### src/rtl/olx_pkg.sv
package olx_pkg;

    typedef enum logic [1:0] {
        OP_EXP = 2'd0,
        OP_MOD = 2'd1,
        OP_MSG = 2'd2,
        OP_BAD = 2'd3
    } op_e;

    typedef enum logic [1:0] {
        ST_IDLE   = 2'd0,
        ST_STREAM = 2'd1,
        ST_PAD    = 2'd2,
        ST_FIN    = 2'd3
    } st_e;

endpackage

### src/rtl/olx_stripe_map.sv
// Logical word index plus operand band to physical word address.
// Each stripe of 12 words holds 4 words per operand band.
module olx_stripe_map #(
    parameter int IDX_W  = 9,
    parameter int ADDR_W = 11
) (
    input  logic [IDX_W-1:0]  idx_i,
    input  logic [1:0]        band_i,
    output logic [ADDR_W-1:0] addr_o
);
    localparam int STRIPE_W = IDX_W - 2;

    logic [STRIPE_W-1:0] stripe;

    always_comb begin
        stripe = idx_i[IDX_W-1:2];
        addr_o = ADDR_W'({stripe, 3'b000})
               + ADDR_W'({stripe, 2'b00})
               + ADDR_W'(idx_i[1:0])
               + ADDR_W'({band_i, 2'b00});
    end
endmodule

### src/rtl/olx_lead_zeros.sv
// Count of leading zero bits in one byte (8 for a zero byte).
module olx_lead_zeros #(
    parameter int BYTE_W = 8,
    parameter int CNT_W  = $clog2(BYTE_W + 1)
) (
    input  logic [BYTE_W-1:0] byte_i,
    output logic [CNT_W-1:0]  cnt_o
);
    always_comb begin
        cnt_o = CNT_W'(BYTE_W);
        for (int i = 0; i < BYTE_W; i++) begin
            if (byte_i[i]) cnt_o = CNT_W'(BYTE_W - 1 - i);
        end
    end
endmodule

### src/rtl/olx_operand_loader.sv
module olx_operand_loader
    import olx_pkg::*;
#(
    parameter int KEY_BYTES = 512,
    parameter int MSG_BYTES = 2048,
    parameter int LEN_W     = 16,
    localparam int MSG_WORDS = MSG_BYTES / 4,
    localparam int KEY_WORDS = KEY_BYTES / 4,
    localparam int WIDX_W    = $clog2(MSG_WORDS),
    localparam int ADDR_W    = $clog2(3 * MSG_WORDS),
    localparam int BL_W      = $clog2(8 * KEY_BYTES + 1)
) (
    input  logic              clk,
    input  logic              rst_n,
    input  logic              start_i,
    input  logic [1:0]        op_sel_i,
    input  logic [LEN_W-1:0]  byte_len_i,
    input  logic              s_valid_i,
    input  logic [7:0]        s_data_i,
    output logic              s_ready_o,
    output logic              mem_we_o,
    output logic [ADDR_W-1:0] mem_addr_o,
    output logic [31:0]       mem_wdata_o,
    output logic              done_o,
    output logic              err_o,
    output logic [BL_W-1:0]   bit_len_o
);
    localparam logic [LEN_W-1:0]  KEY_LIM  = LEN_W'(KEY_BYTES);
    localparam logic [LEN_W-1:0]  MSG_LIM  = LEN_W'(MSG_BYTES);
    localparam logic [WIDX_W:0]   PAD_END  = (WIDX_W+1)'(MSG_WORDS);
    localparam logic [WIDX_W:0]   PAD_LAST = (WIDX_W+1)'(MSG_WORDS - 1);

    typedef struct packed {
        st_e               st;
        logic [1:0]        op;
        logic [LEN_W-1:0]  remain;
        logic [31:0]       acc;
        logic              seen;
        logic [WIDX_W:0]   pad_k;
        logic              we;
        logic [ADDR_W-1:0] addr;
        logic [31:0]       wdata;
        logic              done;
        logic              err;
        logic [BL_W-1:0]   blen;
    } regs_t;

    regs_t q, d;

    logic [LEN_W-1:0]  sig;
    logic [WIDX_W-1:0] map_idx;
    logic [ADDR_W-1:0] map_addr;
    logic [3:0]        lz;
    logic [LEN_W:0]    words_up;
    logic [LEN_W+3:0]  blen_full;
    logic              too_long;
    logic [31:0]       packed_word;
    logic              nz_now;

    assign sig     = q.remain - 1'b1;
    assign map_idx = (q.st == ST_PAD) ? q.pad_k[WIDX_W-1:0] : sig[WIDX_W+1:2];

    olx_stripe_map #(.IDX_W(WIDX_W), .ADDR_W(ADDR_W)) map_i (
        .idx_i  (map_idx),
        .band_i (q.op),
        .addr_o (map_addr)
    );

    olx_lead_zeros #(.BYTE_W(8), .CNT_W(4)) lz_i (
        .byte_i (s_data_i),
        .cnt_o  (lz)
    );

    always_comb begin
        words_up    = ({1'b0, byte_len_i} + (LEN_W+1)'(3)) >> 2;
        blen_full   = ({4'b0, q.remain} << 3) - (LEN_W+4)'(lz);
        packed_word = {q.acc[23:0], s_data_i};
        nz_now      = q.seen || (s_data_i != 8'h00);
        case (op_sel_i)
            OP_EXP, OP_MOD: too_long = byte_len_i > KEY_LIM;
            OP_MSG:         too_long = byte_len_i > MSG_LIM;
            default:        too_long = 1'b1;
        endcase

        d      = q;
        d.we   = 1'b0;
        d.done = 1'b0;

        case (q.st)
            ST_IDLE: begin
                if (start_i) begin
                    d.err    = 1'b0;
                    d.blen   = '0;
                    d.op     = op_sel_i;
                    d.remain = byte_len_i;
                    d.acc    = '0;
                    d.seen   = 1'b0;
                    d.pad_k  = words_up[WIDX_W:0];
                    if (too_long) begin
                        d.err = 1'b1;
                        d.st  = ST_FIN;
                    end else if (byte_len_i == '0) begin
                        d.st = (op_sel_i == OP_MSG) ? ST_PAD : ST_FIN;
                    end else begin
                        d.st = ST_STREAM;
                    end
                end
            end
            ST_STREAM: begin
                if (s_valid_i) begin
                    d.acc    = packed_word;
                    d.remain = sig;
                    if (q.op != OP_MSG && !q.seen && s_data_i != 8'h00) begin
                        d.seen = 1'b1;
                        d.blen = blen_full[BL_W-1:0];
                    end
                    if (sig[1:0] == 2'b00 && (q.op == OP_MSG || nz_now)) begin
                        d.we    = 1'b1;
                        d.addr  = map_addr;
                        d.wdata = packed_word;
                    end
                    if (sig == '0) begin
                        d.st = (q.op == OP_MSG && q.pad_k != PAD_END) ? ST_PAD : ST_FIN;
                    end
                end
            end
            ST_PAD: begin
                d.we    = 1'b1;
                d.addr  = map_addr;
                d.wdata = '0;
                d.pad_k = q.pad_k + 1'b1;
                if (q.pad_k == PAD_LAST) d.st = ST_FIN;
            end
            default: begin
                d.done = 1'b1;
                d.st   = ST_IDLE;
            end
        endcase
    end

    always_ff @(posedge clk or negedge rst_n) begin
        if (!rst_n) q <= '0;
        else        q <= d;
    end

    assign s_ready_o   = (q.st == ST_STREAM);
    assign mem_we_o    = q.we;
    assign mem_addr_o  = q.addr;
    assign mem_wdata_o = q.wdata;
    assign done_o      = q.done;
    assign err_o       = q.err;
    assign bit_len_o   = q.blen;

    // Band checks: the address produced by the map must land in the band of the operand in flight.
    assert_exp_band_R1: assert property (@(posedge clk) disable iff (!rst_n)
        (mem_we_o && q.op == OP_EXP) |-> (int'(mem_addr_o) % 12) < 4);
    assert_mod_band_R2: assert property (@(posedge clk) disable iff (!rst_n)
        (mem_we_o && q.op == OP_MOD) |-> ((int'(mem_addr_o) % 12) >= 4 && (int'(mem_addr_o) % 12) < 8));
    assert_msg_band_R3: assert property (@(posedge clk) disable iff (!rst_n)
        (mem_we_o && q.op == OP_MSG) |-> (int'(mem_addr_o) % 12) >= 8);
    assert_key_span_R5: assert property (@(posedge clk) disable iff (!rst_n)
        (mem_we_o && q.op != OP_MSG) |-> ((int'(mem_addr_o) / 12) * 4 + int'(mem_addr_o) % 4) < KEY_WORDS);
    assert_blen_max_R6: assert property (@(posedge clk) disable iff (!rst_n)
        int'(bit_len_o) <= 8 * KEY_BYTES);
    assert_err_quiet_R8: assert property (@(posedge clk) disable iff (!rst_n)
        err_o |-> (!mem_we_o && !s_ready_o));
    assert_done_pulse_R9: assert property (@(posedge clk) disable iff (!rst_n)
        done_o |=> !done_o);
    assert_done_nowrite_R9: assert property (@(posedge clk) disable iff (!rst_n)
        done_o |-> !mem_we_o);
    assert_result_hold_R10: assert property (@(posedge clk) disable iff (!rst_n)
        (done_o && !start_i) |=> ($stable(bit_len_o) && $stable(err_o)));
    assert_ready_busy_R11: assert property (@(posedge clk) disable iff (!rst_n)
        s_ready_o |-> !done_o);

endmodule

### config.mk
export PLATFORM = sky130hd
export DESIGN_NAME = olx_operand_loader
export DESIGN_NICKNAME = d
export VERILOG_FILES = /design/src/rtl/olx_pkg.sv /design/src/rtl/olx_stripe_map.sv /design/src/rtl/olx_lead_zeros.sv /design/src/rtl/olx_operand_loader.sv
export SDC_FILE = /design/constraint.sdc
export NUM_CORES = 1
export LEC_CHECK = 0
export ABC_AREA = 1
export ABC_CLOCK_PERIOD_IN_PS = 4560
export BUFFER_PORTS_ARGS = -buffer_cell sky130_fd_sc_hd__buf_2
export CORE_MARGIN = 2
export CORE_UTILIZATION = 58
export CTS_CLUSTER_SIZE = 8
export DETAILED_ROUTE_END_ITERATION = 12
export GPL_ROUTABILITY_DRIVEN = 0
export PLACE_DENSITY = 0.8
export SYNTH_ARGS = -nofsm -noshare
export SYNTH_HDL_FRONTEND = slang
export SYNTH_SLANG_ARGS = --single-unit
### constraint.sdc
create_clock -name clk -period 4.56 [get_ports clk]
set_input_delay 0.684 -clock clk [delete_from_list [all_inputs] [get_ports clk]]
set_output_delay 0.684 -clock clk [all_outputs]
set_load 0.03 [all_outputs]
Word-level counts from Yosys, hierarchy flattened
Index checks and enable logic that the tools add are counted.

storage, ports and cells
  flip-flop bits (word level) = 114
  input bits = 30
  output and inout port bits = 60
  logic and storage cells = 91

cells by class
  $add $sub $neg = 7
  magnitude comparators = 2
  equality and inequality tests = 14
  multiplexer cells = 32
  reduce and logical (&&, ||, !) cells = 24

operator list
  cell                                                    number
  one-hot mux 49 bit (2 select lines)                     1
  two-way mux 44 bit                                      2
  one-hot mux 44 bit (2 select lines)                     1
  two-way mux 63 bit                                      1
  two-way mux 49 bit                                      1
  two-way mux 13 bit                                      3
  zero test 16 bit                                        2
  two-way mux 4 bit                                       8
  one-hot mux 13 bit (2 select lines)                     1
  one-hot mux 10 bit (2 select lines)                     1
  > comparator 16 x 10 -> 1 bit (second input constant)   1
  > comparator 16 x 12 -> 1 bit (second input constant)   1
  subtractor 16 x 1 -> 16 bit (second input constant)     1
  subtractor 13 x 4 -> 13 bit                             1
  adder 12 x 2 -> 12 bit (second input constant)          1
  adder 10 x 9 -> 11 bit                                  1
  adder 11 x 2 -> 11 bit                                  1
  adder 11 x 4 -> 11 bit                                  1
  adder 10 x 1 -> 10 bit (second input constant)          1
  equality test 10 x 9 -> 1 bit (second input constant)   1
  two-way mux 2 bit                                       5
  inequality test 10 bit (second input constant)          1
  two-way mux 9 bit                                       1
  inequality test 2 x 1 -> 1 bit (second input constant)  4
  other kinds (17)                                        37

Longest topological paths before layout
Gate-level depths: netlist of run 1.

  word-level depth = 12
  depth in mapped cells = 21

Cells and area by module
From an unflattened synthesis of run 1, not the netlist that was laid out.

second synthesis, totals
  cell total of the unflattened synthesis = 899
  area total of the unflattened synthesis = 6,876.6 sq um

by module, submodules not included
  module              instances  cells an instance  area an instance (sq um)  sequential area each (sq um)
  olx_operand_loader  1          812                6,328.6                   2,852.7
  olx_stripe_map      1          66                 446.7                     0.0
  olx_lead_zeros      1          21                 101.3                     0.0

Least setup slack after synthesis of run 1
Ideal clock, no wire load.

  kind = reg2reg
  start = register q[120] in the netlist's numbering
  end = register q (netlist bit mem_addr_o[9])
  setup time = 0.066 ns
  arrival = 3.122 ns
  required time = 4.494 ns
  slack = 1.373 ns
  stages on the path, launching flop included = 20
  cells stage by stage = dfrtp_1 > inv_1 > ha_1 > buf_2 > clkbuf_1 > nand2_1 > o21ai_0 > inv_1 > fa_1 > inv_1 > ha_1 > fa_1 > nand3_1 > nand3_1 > nand2_1 > nand2_1 > a21oi_1 > nand3b_1 > nand3_1 > nand2_1

between the ends
  word-level cells in the longest chain between the ends = 8

RTL lines
  what                                 line                                                source
  start: declaration                   olx_operand_loader.sv:48                            regs_t q, d;
  start signal: assignment             olx_operand_loader.sv:142                           if (!rst_n) q <= '0;
  start signal: assignment             olx_operand_loader.sv:143                           else q <= d;
  equality test 2 bit                  olx_operand_loader.sv:61, olx_operand_loader.sv:89
  two-way mux 9 bit                    olx_operand_loader.sv:61                            assign map_idx = (q.st == ST_PAD) ? q.pad_k[WIDX_W-1:0] : sig[WIDX_W+1:2];
  adder 10 x 9 -> 11 bit               olx_stripe_map.sv:18                                + ADDR_W'({stripe, 2'b00})
  adder 11 x 2 -> 11 bit               olx_stripe_map.sv:19                                + ADDR_W'(idx_i[1:0])
  adder 11 x 4 -> 11 bit               olx_stripe_map.sv:20                                + ADDR_W'({band_i, 2'b00});
  two-way mux 44 bit                   olx_operand_loader.sv:117                           if (sig[1:0] == 2'b00 && (q.op == OP_MSG || nz_now)) begin
  two-way mux 44 bit                   olx_operand_loader.sv:110                           if (s_valid_i) begin
  one-hot mux 44 bit (2 select lines)  olx_operand_loader.sv:89                            case (q.st)

Parallel ways exist; a longest one is shown, timed or not. The select of a mux whose other input is x is not followed.
A chain may end at the register's enable or synchronous reset.

Worst setup path in the final report of run 1
Ends and elaborated chain as after synthesis.

==> flow_summary.json, run 1 <==
{
  "start_kind": "flip-flop",
  "placed_cell_area_um2": 6850,
  "tightest_slew_ps": 932,
  "hold_violations": 0,
  "hold_class": "input port to asynchronous set/reset pin",
  "design.core.area_um2": 11400,
  "synth.avg_cell_area_um2": 7.89,
  "diodes": 0,
  "cpPeakStageDelay_ps": 490,
  "fin_area_um2": 7440,
  "cts-htree-levels": 4,
  "yosys.cell_count.top_type": "nand2_1",
  "synthCells": 851,
  "ys_types": 42,
  "gr-usage-all-layers_pct": 27.3,
  "cts_tree": "yes",
  "drive_above_1_share_pct": 18.4,
  "setup_viol": 0,
  "rows": 39,
  "syn2layout_area_growth_pct": 10.8,
  "die_area_um2": 12500,
  "post-cts-setup-buffers": 0,
  "io_pins": 90,
  "grt_pass1_wl_um": 27000,
  "slew_headroom_pct": 37.7,
  "clock.fmax_mhz": 277,
  "synth_edf_count": 0,
  "synth-xor-area-share_pct": 1.57,
  "cts-resized-gates": 0,
  "synth_top_area_share_pct": 42.5,
  "drc_errors": 0,
  "fin_nets": 934,
  "crit_fanout": 21,
  "cp-startpoint": "q[120]",
  "fill_cells": 970,
  "cts_buffer_depth": 2,
  "fp.dieW_um": 112,
  "syn_nets": 903,
  "slowest_stage": "fa_1",
  "power_density_nw_per_um2": 777,
  "setup_tns_ps": 0,
  "avgRoutedWirePerCell_um": 15.9,
  "cp-end-kind": "flip-flop",
  "clock_latency_ps": 420,
  "synthFlopType": "dfrtp_1",
  "arrival_ps": 3960,
  "die_y_um": 112,
  "syn_area_um2": 6710,
  "synthSimpleGateAreaFrac_pct": 23.6,
  "firstDrtPassIters": 6,
  "viasPerCell": 5.64,
  "finalPower_mw": 5.78,
  "dp_hpwl_um": 11700,
  "cap_violations": 0,
  "synth-seq-cells": 114,
  "crit_chain": "inv_1 > ha_1 > inv_1 > nand2_1 > nand2_1 > inv_1 > fa_1 > inv_1 > ha_1 > fa_1 > nand3_1 > nand3_1 > nand2_1 > nand2_1 > a21oi_1 > nand3b_1 > nand3_1 > nand2_1",
  "cellLeakagePower_nw": 3.84,
  "ant_nets": 0,
  "drv_slew": 0,
  "postCtsHoldBufs": 0,
  "synth_top_family_by_area": "simple AND/OR/NAND/NOR gates",
  "root_buffer": "clkbuf_16",
  "yosysWarnings": 0,
  "grt_max_degree": 51,
  "seq_area_frac_synth_pct": 42.5,
  "port_buffers": 89,
  "netlist_top_cells_count": "nand2_1 (161), dfrtp_1 (114), inv_1 (102)",
  "ys_async_sr_fraction_pct": 100,
  "synth_compound_area_share_pct": 13.9,
  "status": "finished, final reports clean",
  "cts.sinks": 114,
  "initial_core_util_pct": 59.1,
  "clock_skew_ps": 6.64,
  "grt_pass1_vias": 5541,
  "gr-total-overflow": 0,
  "num_vias": 5850,
  "yosysTopAreaCell": "dfrtp_1",
  "synthAdderAreaFrac_pct": 4.32,
  "drt-total-wl_um": 16500,
  "period_needed_ps": 3610,
  "synth_area_leaders": "dfrtp_1 (42%), nand2_1 (9.0%), nand3_1 (6.9%)",
  "dr.first_iter.drc_count": 533,
  "required_ps": 4910,
  "clk_pin_slew_worst_paths_ps": 60,
  "critical_path_class": "flip-flop to flip-flop",
  "rsz0062_at_grt": "no",
  "synth_mux_area_share_pct": 0,
  "min_period_over_period_pct": 79.2,
  "crit_top_cell": "nand2_1",
  "numCtsBuffers": 17,
  "ir_worst_vdd_mv": 0.342,
  "antenna_found_initial": 0,
  "rr_startpoint": "q[120]"
}
-- final cells by class --
type | count | area [µm²] | share of cell area, %
multi-input cells | 547 | 2920 | 39.3
flip-flops and latches | 114 | 2850 | 38.4
repair buffers | 96 | 500 | 6.73
clock buffers | 17 | 425 | 5.72
inverters | 106 | 398 | 5.35
well taps | 143 | 179 | 2.41
clock inverters | 15 | 163 | 2.19
-- cells in the final DEF (no fill, tap or decap), types with 2 or more instances in the layout --
cell type	instances
nand2_1	161
dfrtp_1	114
inv_1	102
nand3_1	93
buf_2	88
o21ai_0	65
nor2_1	55
a21oi_1	35
o22ai_1	26
ha_1	20
a22oi_1	19
clkbuf_16	17
nand2_2	9
nor2_2	8
buf_4	8
nand4_1	7
xnor2_1	7
o21ai_1	6
inv_6	6
xor2_1	5
inv_2	4
inv_8	4
clkinv_4	4
nor2_4	3
nor3_1	3
or2_2	3
nand3_2	2
o21a_1	2
o21ai_2	2
a31oi_1	2
fa_1	2
-- per-stage QoR --
step | worst slack, ps | std cells | hold WS [ps] | utilization (%)
5_1_grt | 685 | 1038 | 351 | 65.4
6_report | 950 | 1038 | 302 | 65.4
2_1_floorplan | 1370 | 851 | 388 | -
3_3_place_gp | 1180 | 1006 | 460 | 60.3
4_1_cts | 992 | 1038 | 324 | 65.4
3_5_place_dp | 1050 | 1006 | 465 | 60.3
-- registers in the layout, indices dropped and copies added, names as in the netlist --
register,flops
bit_len_o,13
done_o,1
err_o,1
mem_addr_o,11
mem_wdata_o,32
mem_we_o,1
packed_word,24
q,31
-- worst max-delay path: cells and delay by family (launching register included) --
family	cells	cell delay, ps
fa+ha+maj	4	1580
compound gates	1	150
buf+inv	4	610
simple gates	9	790
flops	1	400
-- cells by family after synthesis --
kind of cell | after synthesis
xor gates and xnor gates | 12
adders and majority gates | 22
and+or+nand+nor | 351
AOI/OAI and AO/OA | 162
buffers and inverters | 190
DFF | 114
-- per-layer routing --
metal | GRT usage [%] | wire, µm
met1 | 35.1 | 7010
met3 | 6.59 | 1150
met2 | 45.3 | 8010
met4 | 10.3 | 361
met5 | 0 | 0
-- power by group --
group | total (mW) | leakage [nW] | internal (mW) | switching (mW)
Sequential | 1.58 | 1.51 | 1.34 | 0.248
Combinational | 2.88 | 2.03 | 0.917 | 1.96
Clock | 1.32 | 0.291 | 0.776 | 0.540
-- worst paths after layout --
path                                   end  slack [ps]  cells past startpoint
max                          mem_addr_o[9]         950                     18
min                                  err_o         300                      1
max reg2reg                  mem_addr_o[9]         950                     18
min reg2reg                          err_o         470                      2
max in group asynchronous  mem_wdata_o[17]        3320                      2
min in group clk                     err_o         470                      2
Power figures use the tool's default switching activity.
==> inputs of run 2 (changes only) <==
ABC_CLOCK_PERIOD_IN_PS = 3800   (was 4560)
clock period = 3.8 ns   (was 4.56 ns; I/O delays follow)
==> run 2 against run 1 <==
Net effect:
- register-to-register slack worse by 660 ps
- sequential share of layout area down 0.35 points
- cell area up 0.91%
- non-clock buffer count up 3
- critical path type unchanged
- largest cell class unchanged
==> flow_summary.json, run 2 (synthesis gave the netlist of run 1 again) <==
{
  "avgRoutedWirePerCell_um": 15.7,
  "gr-usage-all-layers_pct": 27.2,
  "drive_above_1_share_pct": 18.7,
  "cts-htree-levels": 4,
  "place_ws_ps": 374,
  "required_ps": 4150,
  "slew_headroom_pct": 45.5,
  "r2r_end": "mem_addr_o[9]",
  "largest_reg_flops": 32,
  "finalPower_mw": 7.04,
  "design.core.area_um2": 11400,
  "viasPerCell": 5.60,
  "die_y_um": 112,
  "cts_tree": "yes",
  "tightest_slew_ps": 816,
  "port_buffers": 89,
  "period_needed_ps": 3510,
  "whs_ps": 239,
  "clock.fmax_mhz": 285,
  "clk_pin_slew_worst_paths_ps": 60,
  "cp-end-kind": "flip-flop",
  "ir_worst_vdd_mv": 0.537,
  "cts.sinks": 114,
  "status": "finished, final reports clean",
  "fin_nets": 937,
  "hold_class": "input port to asynchronous set/reset pin",
  "final_common_cell": "nand2_1",
  "grt_pass1_wl_um": 27100,
  "die_area_um2": 12500,
  "clock_skew_ps": 7.93,
  "fp.dieW_um": 112,
  "crit_fanout": 5,
  "rows": 39,
  "setup_tns_ps": 0,
  "diodes": 0,
  "dr.first_iter.drc_count": 559,
  "antenna_found_initial": 0,
  "num_vias": 5825,
  "root_buffer": "clkbuf_16",
  "arrival_ps": 3860,
  "post-cts-setup-buffers": 0,
  "drt-total-wl_um": 16400,
  "reg2reg_depth": 18,
  "initial_core_util_pct": 59.1,
  "firstDrtPassIters": 5,
  "cap_violations": 0,
  "hold_violations": 0,
  "multiInputGateArea_um2": 2920,
  "fin_ws_ps": 291,
  "syn2layout_area_growth_pct": 11.8,
  "grt_pass1_vias": 5549,
  "setup_viol": 0,
  "postCtsHoldBufs": 0,
  "cts-resized-gates": 0,
  "min_period_over_period_pct": 92.3,
  "critical_path_class": "flip-flop to flip-flop",
  "cellLeakagePower_nw": 3.87,
  "dp_hpwl_um": 11600,
  "clock_latency_ps": 420,
  "ant_nets": 0,
  "rr_startpoint": "q[102]",
  "grt_max_degree": 59,
  "regArea_um2": 2850,
  "r2r_slack_ps": 290,
  "mostFrequentLayoutCells": "nand2_1 (161), dfrtp_1 (114), inv_1 (102), nand3_1 (93), buf_2 (88)",
  "fill_cells": 938,
  "numCtsBuffers": 17,
  "gr-total-overflow": 0,
  "io_pins": 90,
  "power_density_nw_per_um2": 939,
  "rsz0062_at_grt": "no",
  "drc_errors": 0,
  "drv_slew": 0,
  "start_kind": "flip-flop",
  "cts_buffer_depth": 2
}
## run 2: worst max path at each step
stage | from | end
floorplan | q[120] | mem_addr_o[9]
global placement | q[102] | mem_addr_o[9]
detailed placement | q[102] | mem_addr_o[9]
CTS | q[102] | mem_addr_o[9]
global route | q[102] | mem_addr_o[9]
finish | q[102] | mem_addr_o[9]
## run 2: metal layers
metal	up-vias	share of wire [%]	GRT usage, %	wire, µm
met5	-	0	0	0
met4	0	2.3	9.79	376
met3	39	6.9	7.13	1140
met2	234	48	44.2	7890
met1	2729	43	35.4	6970
li1	2823	-	-	-
## run 2: worst max-delay path, cell delays in order (launching register included)
cell	delay [ps]
dfrtp_1	430
inv_1	210
ha_1	240
nand2_2	110
xor2_1	170
o21ai_0	240
inv_1	100
fa_1	510
inv_1	40
ha_1	220
fa_1	420
nand3_1	90
nand3_1	110
nand2_1	80
nand2_1	50
a21oi_1	160
nand3b_1	130
nand3_1	90
nand2_1	70
## run 2: cell type report
cell class	instances	area share (%)
clock buffer	17	5.67
clock inverter	15	2.60
inverter	106	5.30
multi-input combinational	547	38.9
sequential	114	38.0
tap	143	2.38
timing repair buffer	99	7.13
## run 2: per-stage QoR
step | std cells | cell area [µm²] | util [%]
2_1_floorplan | 851 | 6710 | -
3_3_place_gp | 1009 | 6890 | 60.6
3_5_place_dp | 1009 | 6890 | 60.6
4_1_cts | 1041 | 7510 | 66.0
5_1_grt | 1041 | 7510 | 66.0
6_report | 1041 | 7510 | 66.0
## run 2: report_power, final
| group | switching [mW] | total, mW | internal [mW] |
|---|---|---|---|
| Clock | 0.632 | 1.68 | 1.05 |
| Sequential | 0.303 | 1.91 | 1.60 |
| Combinational | 2.33 | 3.45 | 1.12 |
==> inputs of run 3 (changes only) <==
ABC_AREA = not set   (was 1)
==> run 3 against run 2 <==
Net effect:
- flip-flop and latch count unchanged
- total power decreased by 60%
- hold slack got worse by 13 ps
- combinational power decreased by 97%
- die area decreased by 2.1%
- fmax decreased by 3.9%
- count of clock-buffer cells in the layout increased by 1
- final cell count decreased by 17%
- sequential power decreased by 37%
==> flow_summary.json, run 3 <==
{
  "postCtsHoldBufs": 0,
  "io_pins": 90,
  "largest_reg_flops": 32,
  "yosysWarnings": 0,
  "fin_nets": 765,
  "yosysTopAreaCell": "dfrtp_1",
  "clk_pin_slew_worst_paths_ps": 60,
  "cts_tree": "yes",
  "tightest_slew_ps": 840,
  "setup_viol": 0,
  "start_kind": "flip-flop",
  "slew_headroom_pct": 43.8,
  "cp-end-kind": "flip-flop",
  "synth_top_area_share_pct": 43.5,
  "ir_worst_vdd_mv": 0.316,
  "antenna_found_initial": 0,
  "place_ws_ps": -114,
  "fin_ws_ps": 148,
  "design.core.area_um2": 10900,
  "synthSimpleGateAreaFrac_pct": 13.9,
  "diodes": 0,
  "power_density_nw_per_um2": 383,
  "fp.dieW_um": 110,
  "synth-seq-cells": 114,
  "root_buffer": "clkbuf_16",
  "clock_skew_ps": 8.07,
  "firstDrtPassIters": 5,
  "port_buffers": 89,
  "yosys.cell_count.top_type": "dfrtp_1",
  "syn2layout_area_growth_pct": 11.9,
  "grt_max_degree": 115,
  "die_y_um": 110,
  "placed_cell_area_um2": 6730,
  "utilization_pct": 67.2,
  "avgRoutedWirePerCell_um": 18.4,
  "synthCells": 687,
  "dr.first_iter.drc_count": 595,
  "whs_ps": 226,
  "period_needed_ps": 3650,
  "cts.sinks": 114,
  "cts-htree-levels": 4,
  "seq_area_frac_synth_pct": 43.5,
  "clock.fmax_mhz": 274,
  "cap_violations": 0,
  "initial_core_util_pct": 60.0,
  "critical_path_class": "flip-flop to flip-flop",
  "use_met3_pct": 5.70,
  "arrival_ps": 3960,
  "required_ps": 4110,
  "drc_errors": 0,
  "synth_top_family_by_area": "compound AO/OA/AOI/OAI gates",
  "ys_types": 58,
  "drt-total-wl_um": 15900,
  "fin_area_um2": 7350,
  "netlist_top_cells_count": "dfrtp_1 (114), nand2_1 (69), buf_4 (57)",
  "die_area_um2": 12200,
  "globalRouteMet2Util_pct": 43.2,
  "synth_area_leaders": "dfrtp_1 (43%), a22o_1 (7.5%), buf_4 (6.5%)",
  "busiest_layer": "met2",
  "synth_compound_area_share_pct": 22.0,
  "gr-usage-all-layers_pct": 26.8,
  "status": "finished, final reports clean",
  "mostFrequentLayoutCells": "dfrtp_1 (112), buf_2 (88), nand2_1 (69), a22o_1 (56), o21ai_0 (46)",
  "drv_slew": 0,
  "hold_class": "input port to asynchronous set/reset pin",
  "synthAdderAreaFrac_pct": 4.42,
  "ys_async_sr_fraction_pct": 100,
  "numCtsBuffers": 17,
  "rows": 38,
  "rr_startpoint": "q[103]",
  "cellLeakagePower_nw": 3.48,
  "dp_hpwl_um": 11300,
  "num_vias": 5426,
  "drive_above_1_share_pct": 22.5,
  "grt_use_met1_pct": 36.3,
  "cp-startpoint": "q[103]",
  "synth_mux_area_share_pct": 1.39,
  "synthFlopType": "dfrtp_1",
  "synth-xor-area-share_pct": 4.27,
  "grt_pass1_wl_um": 25000,
  "gr-total-overflow": 0,
  "grt_pass1_vias": 4939,
  "synth.avg_cell_area_um2": 9.56,
  "clock_latency_ps": 420,
  "min_period_over_period_pct": 96.1,
  "crit_fanout": 7,
  "hold_violations": 0,
  "synth_edf_count": 0,
  "ant_nets": 0,
  "viasPerCell": 6.27,
  "syn_area_um2": 6570,
  "cts_buffer_depth": 2,
  "final_common_cell": "dfrtp_1",
  "syn_nets": 739
}
-- run 3: cell count changes in the layout (fill, tap and decap cells not counted), sizes merged, moves of 8 or more --
cell / before / now
o22ai: 26 / 8
nor4: 1 / 10
nor3: 4 / 15
a22o: 1 / 56
xnor2: 7 / 17
xor2: 5 / 15
nand3: 95 / 19
o31ai: 0 / 8
nor2: 67 / 25
nand2: 171 / 69
o21ai: 74 / 49
inv: 114 / 27
-- run 3: area by class of cell --
cell class / instances / area [µm²]
Fill cell: 876 / 3590
Clock inverter: 14 / 130
Inverter: 23 / 86.3
Timing Repair Buffer: 106 / 588
Clock buffer: 18 / 439
Sequential cell: 114 / 2860
Tap cell: 140 / 175
Multi-Input combinational cell: 451 / 3070
-- run 3: kinds of logic after synthesis --
family,Yosys count
AND/OR/NAND/NOR,181
buffers and inverters,122
XOR/XNOR,32
adder cells (fa/ha/maj),22
flip-flops,114
AO/OA/AOI/OAI,208
multiplexers,8
-- run 3: through the flow --
step	total power, mW	cells	TNS [ps]
after floorplan	1.26	687	0
after global placement	1.32	833	0
after detailed placement	1.32	833	-114
after CTS	2.83	865	0
after global routing	2.89	866	-48.1
final	2.82	866	0
-- run 3: path summary, 6_finish.rpt --
kind | end | slack [ps] | depth (start not counted)
min | mem_addr_o[5] | 230 | 2
min in group clk | q[115] | 420 | 3
max in group asynchronous | q[103] | 3090 | 2
max | mem_addr_o[9] | 150 | 15
max reg2reg | mem_addr_o[9] | 150 | 15
min reg2reg | bit_len_o[2] | 470 | 2
-- run 3: worst max-delay path, stage by stage, from the launching register on --
cell      delay, ps
dfrtp_2         450
or3_1           410
nor3_2          170
xnor2_1          80
o21ai_0         300
inv_1           100
fa_1            480
inv_1            40
ha_1            220
fa_2            380
a21oi_2         130
o21bai_1        100
a21o_1          180
a21oi_1         180
nor3_1           70
o31ai_1         260
-- run 3: what timing repair did --
action	CTS	global route
setup buffers	0	1
gates cloned	0	0
endpoints found under the setup margin	1	1
pin swaps	0	1
gates resized for setup	2	12
-- run 3: report_power, final --
group | internal [mW] | leakage (nW) | switching [mW] | total (mW)
clock network | 0.922 | 0.277 | 0.592 | 1.51
registers | 1.21 | 1.51 | 0 | 1.21
logic | 0.0254 | 1.69 | 0.0617 | 0.0871
-- run 3: routing by layer --
| metal | share of wire, % | up-vias |
|---|---|---|
| met3 | 8.2 | 33 |
| li1 | - | 2478 |
| met1 | 42 | 2643 |
| met2 | 48 | 272 |
| met5 | 0 | - |
| met4 | 1.9 | 0 |
